## config.mk

```make
export PLATFORM = sky130hd
export DESIGN_NAME = tmr_irq_top
export DESIGN_NICKNAME = d
export VERILOG_FILES = /design/src/rtl/tmr_pkg.sv /design/src/rtl/tmr_regs.sv /design/src/rtl/tmr_prescaler.sv /design/src/rtl/tmr_counter.sv /design/src/rtl/tmr_pulse.sv /design/src/rtl/tmr_irq_top.sv
export SDC_FILE = /design/constraint.sdc
export NUM_CORES = 1
export LEC_CHECK = 0
export BUFFER_PORTS_ARGS = -buffer_cell sky130_fd_sc_hd__buf_2
export CAP_MARGIN = 20
export CORE_MARGIN = 4
export CORE_UTILIZATION = 40
export CTS_CLUSTER_SIZE = 14
export DETAILED_ROUTE_END_ITERATION = 7
export GPL_ROUTABILITY_DRIVEN = 0
export PLACE_DENSITY = 0.6
export RECOVER_POWER = 100
export SYNTH_ARGS = -nofsm -noshare
export SYNTH_HDL_FRONTEND = slang
export SYNTH_SLANG_ARGS = --single-unit
export TNS_END_PERCENT = 30
```

## constraint.sdc

```tcl
create_clock -name clk -period 1.8 [get_ports clk]
set_input_delay 0.09 -clock clk [delete_from_list [all_inputs] [get_ports clk]]
set_output_delay 0.09 -clock clk [all_outputs]
set_load 0.01 [all_outputs]
```

## src/rtl/tmr_pkg.sv

```systemverilog
package tmr_pkg;
  localparam int unsigned BYTE_W = 8;

  typedef struct packed {
    logic              en;
    logic [BYTE_W-1:0] id;
    logic [BYTE_W-1:0] data;
  } port_wr_t;
endpackage

```

## src/rtl/tmr_regs.sv

```systemverilog
module tmr_regs
  import tmr_pkg::*;
#(
  parameter int unsigned CNT_W = 24,
  parameter int unsigned PS_W  = 4,
  parameter logic [7:0]  TC_ID0 = 8'h40,
  parameter logic [7:0]  PS_ID  = 8'h43
) (
  input  logic             clk,
  input  logic             rst,
  input  port_wr_t         wr,
  output logic [CNT_W-1:0] tc_staged,
  output logic [PS_W-1:0]  ps_staged
);
  localparam int unsigned NBYTES = (CNT_W + BYTE_W - 1) / BYTE_W;
  localparam int unsigned FULL_W = NBYTES * BYTE_W;

  logic [FULL_W-1:0] tc_bytes;

  // one staging byte per port ID, consecutive IDs from TC_ID0 upward
  for (genvar gi = 0; gi < NBYTES; gi++) begin : g_tc_byte
    localparam logic [7:0] MY_ID = TC_ID0 + 8'(gi);
    always_ff @(posedge clk) begin
      if (rst)
        tc_bytes[gi*BYTE_W +: BYTE_W] <= '0;
      else if (wr.en && wr.id == MY_ID)
        tc_bytes[gi*BYTE_W +: BYTE_W] <= wr.data;
    end
  end

  assign tc_staged = tc_bytes[CNT_W-1:0];

  always_ff @(posedge clk) begin
    if (rst)
      ps_staged <= '0;
    else if (wr.en && wr.id == PS_ID)
      ps_staged <= wr.data[PS_W-1:0];
  end
endmodule

```

## src/rtl/tmr_prescaler.sv

```systemverilog
module tmr_prescaler #(
  parameter int unsigned PS_W = 4
) (
  input  logic            clk,
  input  logic            rst,
  input  logic            run,
  input  logic [PS_W-1:0] ps_req,
  output logic            tick,
  output logic [PS_W-1:0] ps_act
);
  logic [PS_W-1:0] div_cnt;

  // a window ends when the divider count reaches the active value
  assign tick = run && (div_cnt == ps_act);

  always_ff @(posedge clk) begin
    if (rst) begin
      div_cnt <= '0;
      ps_act  <= '0;
    end else if (!run || tick) begin
      div_cnt <= '0;
      ps_act  <= ps_req;
    end else begin
      div_cnt <= div_cnt + 1'b1;
    end
  end
endmodule

```

## src/rtl/tmr_counter.sv

```systemverilog
module tmr_counter #(
  parameter int unsigned CNT_W = 24
) (
  input  logic             clk,
  input  logic             rst,
  input  logic             tick,
  input  logic [CNT_W-1:0] tc_staged,
  output logic [CNT_W-1:0] cnt,
  output logic [CNT_W-1:0] tc_act,
  output logic             run,
  output logic             match
);
  assign run   = |tc_act;
  assign match = tick && (cnt == tc_act);

  always_ff @(posedge clk) begin
    if (rst) begin
      cnt    <= '0;
      tc_act <= '0;
    end else if (!run) begin
      cnt    <= '0;
      tc_act <= tc_staged;
    end else if (match) begin
      cnt    <= '0;
      tc_act <= tc_staged;
    end else if (tick) begin
      cnt    <= cnt + 1'b1;
    end
  end
endmodule

```

## src/rtl/tmr_pulse.sv

```systemverilog
module tmr_pulse #(
  parameter int unsigned PULSE_LEN = 2
) (
  input  logic clk,
  input  logic rst,
  input  logic match,
  output logic irq
);
  localparam int unsigned LW = $clog2(PULSE_LEN + 1);

  logic [LW-1:0] left;

  always_ff @(posedge clk) begin
    if (rst)
      left <= '0;
    else if (match)
      left <= LW'(PULSE_LEN);
    else if (left != '0)
      left <= left - 1'b1;
  end

  assign irq = (left != '0);
endmodule

```

## src/rtl/tmr_irq_top.sv

```systemverilog
module tmr_irq_top
  import tmr_pkg::*;
#(
  parameter int unsigned CNT_W     = 24,
  parameter int unsigned PS_W      = 4,
  parameter int unsigned PULSE_LEN = 2,
  parameter logic [7:0]  TC_ID0    = 8'h40,
  parameter logic [7:0]  PS_ID     = 8'h43
) (
  input  logic             clk,
  input  logic             rst,
  input  logic             wr_en,
  input  logic [7:0]       port_id,
  input  logic [7:0]       wr_data,
  output logic [CNT_W-1:0] cnt_value,
  output logic             irq
);
  port_wr_t         wr_w;
  logic [CNT_W-1:0] tc_staged_w;
  logic [PS_W-1:0]  ps_staged_w;
  logic [PS_W-1:0]  ps_act_w;
  logic [CNT_W-1:0] tc_act_w;
  logic             run_w;
  logic             tick_w;
  logic             match_w;

  assign wr_w = '{en: wr_en, id: port_id, data: wr_data};

  tmr_regs #(
    .CNT_W(CNT_W), .PS_W(PS_W), .TC_ID0(TC_ID0), .PS_ID(PS_ID)
  ) regs_i (
    .clk(clk), .rst(rst), .wr(wr_w),
    .tc_staged(tc_staged_w), .ps_staged(ps_staged_w)
  );

  tmr_prescaler #(.PS_W(PS_W)) presc_i (
    .clk(clk), .rst(rst), .run(run_w), .ps_req(ps_staged_w),
    .tick(tick_w), .ps_act(ps_act_w)
  );

  tmr_counter #(.CNT_W(CNT_W)) cnt_i (
    .clk(clk), .rst(rst), .tick(tick_w), .tc_staged(tc_staged_w),
    .cnt(cnt_value), .tc_act(tc_act_w), .run(run_w), .match(match_w)
  );

  tmr_pulse #(.PULSE_LEN(PULSE_LEN)) pulse_i (
    .clk(clk), .rst(rst), .match(match_w), .irq(irq)
  );
endmodule

```

# Yosys cells after proc, flatten, opt, wreduce, memory -nomap -nowiden
# Cells that the tools add are included.
[classes] add_sub_neg=3 n_eq_ne=7 muxes=4 bitwise=1 n_reduce_logical=14
[op_table] cell="24-bit two-way mux" n=2
[op_table] cell="8-bit by 7-bit == test with 1-bit output (second input constant)" n=4
[op_table] cell="24-bit by 1-bit adder with 24-bit output (second input constant)" n=1
[op_table] cell="24-bit == test" n=1
[op_table] cell="24-bit OR reduction" n=1
[op_table] cell="1-bit logical AND" n=6
[op_table] cell="4-bit by 1-bit adder with 4-bit output (second input constant)" n=1
[op_table] cell="4-bit == test" n=1
[op_table] cell="2-bit two-way mux" n=2
[op_table] cell="2-bit nonzero test" n=2
[op_table] cell="2-bit OR reduction" n=2
[op_table] cell="3-bit OR reduction" n=1
[op_table] cell="2-bit != test (second input constant)" n=1
[op_table] cell="2-bit by 1-bit subtractor with 2-bit output (second input constant)" n=1
[op_table] cell="1-bit zero test" n=1
[op_table] cell="1-bit logical OR" n=1
[op_table] cell="1-bit inverter" n=1
[word_totals] regBits=86 inputBits=19 out_inout_bits=25

# Depth between registers and ports, before layout
[depth] depth_word=5 mapped_depth=7 ltp_nobuf=6

# Hierarchy
# Synthesis repeated with hierarchy kept, for this count alone.
[hier_totals] cells_unflattened=414 hier_area_um2=4271.6
[by_module_without_submodules] mod="tmr_counter" instances=1 cells_per_inst=267 area_per_inst_um2=2640.0 seq_area_each_um2=960.9
[by_module_without_submodules] mod="tmr_regs" instances=1 cells_per_inst=104 area_per_inst_um2=1176.1 seq_area_each_um2=560.5
[by_module_without_submodules] mod="tmr_prescaler" instances=1 cells_per_inst=37 area_per_inst_um2=385.4 seq_area_each_um2=160.2
[by_module_without_submodules] mod="tmr_pulse" instances=1 cells_per_inst=6 area_per_inst_um2=70.1 seq_area_each_um2=40.0

# Least setup slack after synthesis
# OpenSTA, ideal clock, no wires.
[synth_path] kind="register to register" startpoint="register cnt_i.cnt[16]" endpoint="register cnt_i.cnt[0]" setup_ns=0.118 arrival_time_ns=1.685 path_slack_ns=-0.002 stages_incl_launch_ff=8 path_buffers=2 synth_period_minus_slack_ns=1.802 cell_sequence="dfxtp_1 clkbuf_1 xnor2_1 nand4_1 nor4_2 a311o_2 buf_2 nor2_1"
[synth_between] elab_chain_cells=3
[synth_lines] item="start: declaration" line="tmr_counter.sv:8" rtl="output logic [CNT_W-1:0] cnt,"
[synth_lines] item="start signal: assignment" line="tmr_counter.sv:27" rtl="cnt <= cnt + 1'b1;"
[synth_lines] item="24-bit == test" line="tmr_counter.sv:14" rtl="assign match = tick && (cnt == tc_act);"
[synth_lines] item="1-bit logical AND" line="tmr_counter.sv:14"
[synth_lines] item="3-bit OR reduction (no source line)"
# Every way passes these cells.
# A chain may end at the register's enable or synchronous reset.

# Final worst setup path
[layout_path] startpoint="register cnt_i.tc_act[17]" endpoint="register cnt_i.tc_act[5]"
[layout_between] elab_chain_cells=4
[layout_lines] item="start: declaration" line="tmr_counter.sv:9" rtl="output logic [CNT_W-1:0] tc_act,"
[layout_lines] item="start signal: assignment" line="tmr_counter.sv:22" rtl="tc_act <= tc_staged;"
[layout_lines] item="start signal: assignment" line="tmr_counter.sv:25" rtl="tc_act <= tc_staged;"
[layout_lines] item="24-bit OR reduction" line="tmr_counter.sv:13" rtl="assign run = |tc_act;"
[layout_lines] item="1-bit logical AND" line="tmr_prescaler.sv:14" rtl="assign tick = run && (div_cnt == ps_act);"
[layout_lines] item="1-bit logical AND" line="tmr_counter.sv:14"
[layout_lines] item="2-bit != test (no source line)"
# Several ways; a longest one is shown, not always the timed one.

==> metrics.yaml <==
grt_use_total_pct: 17.0
fillers: 912
tightest_slew_ns: 0.675
violations: "setup timing"
remaining_drc_errors: 0
syn_area_um2: 4070
nNetsFinal: 540
synth.area.top_cells: "dfxtp_1 (42%), mux2i_1 (14%), nand2b_1 (7.2%)"
fp-row-count: 36
finalCritPeriodShare_pct: 105
grt_pass1_vias: 3169
final-setup-viol-count: 48
numCtsBuffers: 9
synth_edf_count: 0
die-area_um2: 11800
antenna_found_initial: 0
ys_top_cells_by_count: "dfxtp_1 (86), mux2i_1 (57), nand2b_1 (47)"
drv_slew: 0
vias_per_cell: 4.89
p_per_area_nw_per_um2: 665
yosysMostFrequentCell: "dfxtp_1"
die_w_um: 109
wirelength_um: 10000
clock_latency_ns: 0.36
cap_violations: 0
io_pins: 44
hpwl_um: 7040
ys.flop_type: "dfxtp_1"
synth_warnings: 0
synth_nets: 435
startpoint_type: "flop"
path_max_fanout: 12
synth_cell_type_count: 42
p_total_uw: 3540
crit_type: "reg2reg"
postPlaceCellArea_um2: 4830
skew_ns: 0.0200
core_area_um2: 9820
synth_top_area_share_pct: 42.3
min_path_type: "in2reg"
grt_start_max_net_pins: 87
hold_ws_ns: 0.0139
layout-drive-gt1-share_pct: 29.8
syn_inst: 414
status: "complete, but fails checks"
fmax_ghz: 0.527
ys_seq_elements: 86
avgSynthCellArea_um2: 9.83
finalCriticalPeriod_ns: 1.90
drt-wirelength-per-cell_um: 15.2
drtPass1Iterations: 4
yosysSeqAreaShare_pct: 42.3
pre_cts_slack_ns: -0.111
grt_first_pass_wirelength_um: 15800
grt_remaining_overflow: 0
n_antenna_cell: 0
drtIter0Drc: 136
vdd.ir_drop.worst_mv: 0.427
finalHoldViolCount: 0
clock_sinks: 86
die_height_um: 109
synth_largest_area_cell: "dfxtp_1"
worstSetupEndpointType: "flop"
slew-limit-headroom_pct: 55.0
layout.cells.non_filler: 657
ant_nets: 0
fin_area_um2: 5320
start_util_pct: 41.4
placedCellCount: 627
required_ns: 2.05
cts-root-buf: "clkbuf_8"
syn2layout_area_growth_pct: 30.8
rsz0062_at_grt: "true"
ctsLongestPathBuffers: 2
cts_tree: "yes"
crit_arrival_ns: 2.15
power_leakage_uw: 0.00205
io_buffers: 43
fin_ws_ns: -0.0982
vias: 3213
cts_max_level: 3
clk_pin_slew_ns: 0.09
synthArstFlopShare_pct: 0
-- metal layers --
layer  up-vias  global-route usage [%]  routed length [um]
met4         0                    5.68                 205
met2        69                    26.6                4550
met5         -                       0                   0
met3        15                    3.67                 405
li1       1651                       -                   -
met1      1478                    23.2                4840
-- worst max-delay path, cell delays in order, from the launching register on --
cell       delay (ns)
dfxtp_4          0.37
buf_6            0.12
xnor2_2          0.13
nand4_1          0.18
nor4_4           0.41
a31oi_4          0.22
clkbuf_16        0.23
mux2i_1          0.12
-- placed cells by master (no fill, tap or decap), drive strengths merged, types with 11 or more instances in the layout --
| master | count |
|---|---|
| dfxtp | 86 |
| clkbuf | 33 |
| a21oi | 17 |
| mux2i | 57 |
| xnor2 | 26 |
| nor2 | 47 |
| or3 | 15 |
| buf | 85 |
| xor2 | 11 |
| o21ai | 16 |
| nand2b | 47 |
| nand2 | 12 |
-- layout make-up --
| type | count | area, um2 | area share, % |
|---|---|---|---|
| Multi-Input combinational cell | 307 | 2360 | 44.4 |
| Sequential cell | 86 | 1750 | 32.9 |
| Timing Repair Buffer | 112 | 800 | 15.0 |
| Tap cell | 133 | 166 | 3.13 |
| Clock buffer | 9 | 124 | 2.33 |
| Clock inverter | 7 | 103 | 1.93 |
| Inverter | 3 | 11.3 | 0.212 |
-- worst paths after layout --
| kind | from | endpoint | slack [ns] | cells after the start |
|---|---|---|---|---|
| setup reg to reg | cnt_i.tc_act[17]$_SDFFE_PP0P_ | cnt_i.tc_act[5]$_SDFFE_PP0P_ | -0.1 | 7 |
| hold / removal | wr_data[4] | regs_i.tc_staged[20]$_SDFFE_PP0P_ | 0.01 | 3 |
| setup / recovery | cnt_i.tc_act[17]$_SDFFE_PP0P_ | cnt_i.tc_act[5]$_SDFFE_PP0P_ | -0.1 | 7 |
| hold reg to reg | pulse_i.left[1]$_SDFFE_PP0P_ | pulse_i.left[1]$_SDFFE_PP0P_ | 0.47 | 2 |
-- per-stage QoR --
| stage | utilization (%) | TNS (ns) |
|---|---|---|
| floorplan | - | 0 |
| global placement | 49.2 | -0.171 |
| detailed placement | 49.2 | -1.07 |
| CTS | 52.2 | -0.560 |
| global route | 54.2 | -6.83 |
| finish | 54.2 | -2.18 |
-- power breakdown --
part           leakage (uW)  switching, uW  internal [uW]
Clock              0.000116            743            801
Combinational       0.00123           50.3           47.6
Sequential         0.000703           1.12           1900
-- state kept, by name, summed over array words and instances, names as in the netlist --
register and count:
cnt_i.cnt 24, pulse_i.left 2, regs_i.ps_staged 4, presc_i.ps_act 4
cnt_i.tc_act 24, regs_i.tc_staged 24, presc_i.div_cnt 4
-- cell families (layout without fill, tap and decap cells) --
kind of cell    count (synthesis)  in the layout  synth area share, %
fa+ha+maj                       2              2                0.615
flops                          86             86                 42.3
compound gates                 44             44                 8.58
mux                            57             57                 14.0
xor+xnor                       37             37                 7.97
buf+inv                        21            131                 2.58
simple gates                  167            167                 23.9
-- repair_timing --
action / in CTS / in global routing
setup endpoints to repair: 52 / 55
setup buffers: 1 / 7
gates cloned: 0 / 3
pin swaps: 3 / 15
resized for setup: 10 / 37
endpoints found under the hold margin: 6 / 0
hold buffers: 3 / 0
(Power assumes the default switching activity.)
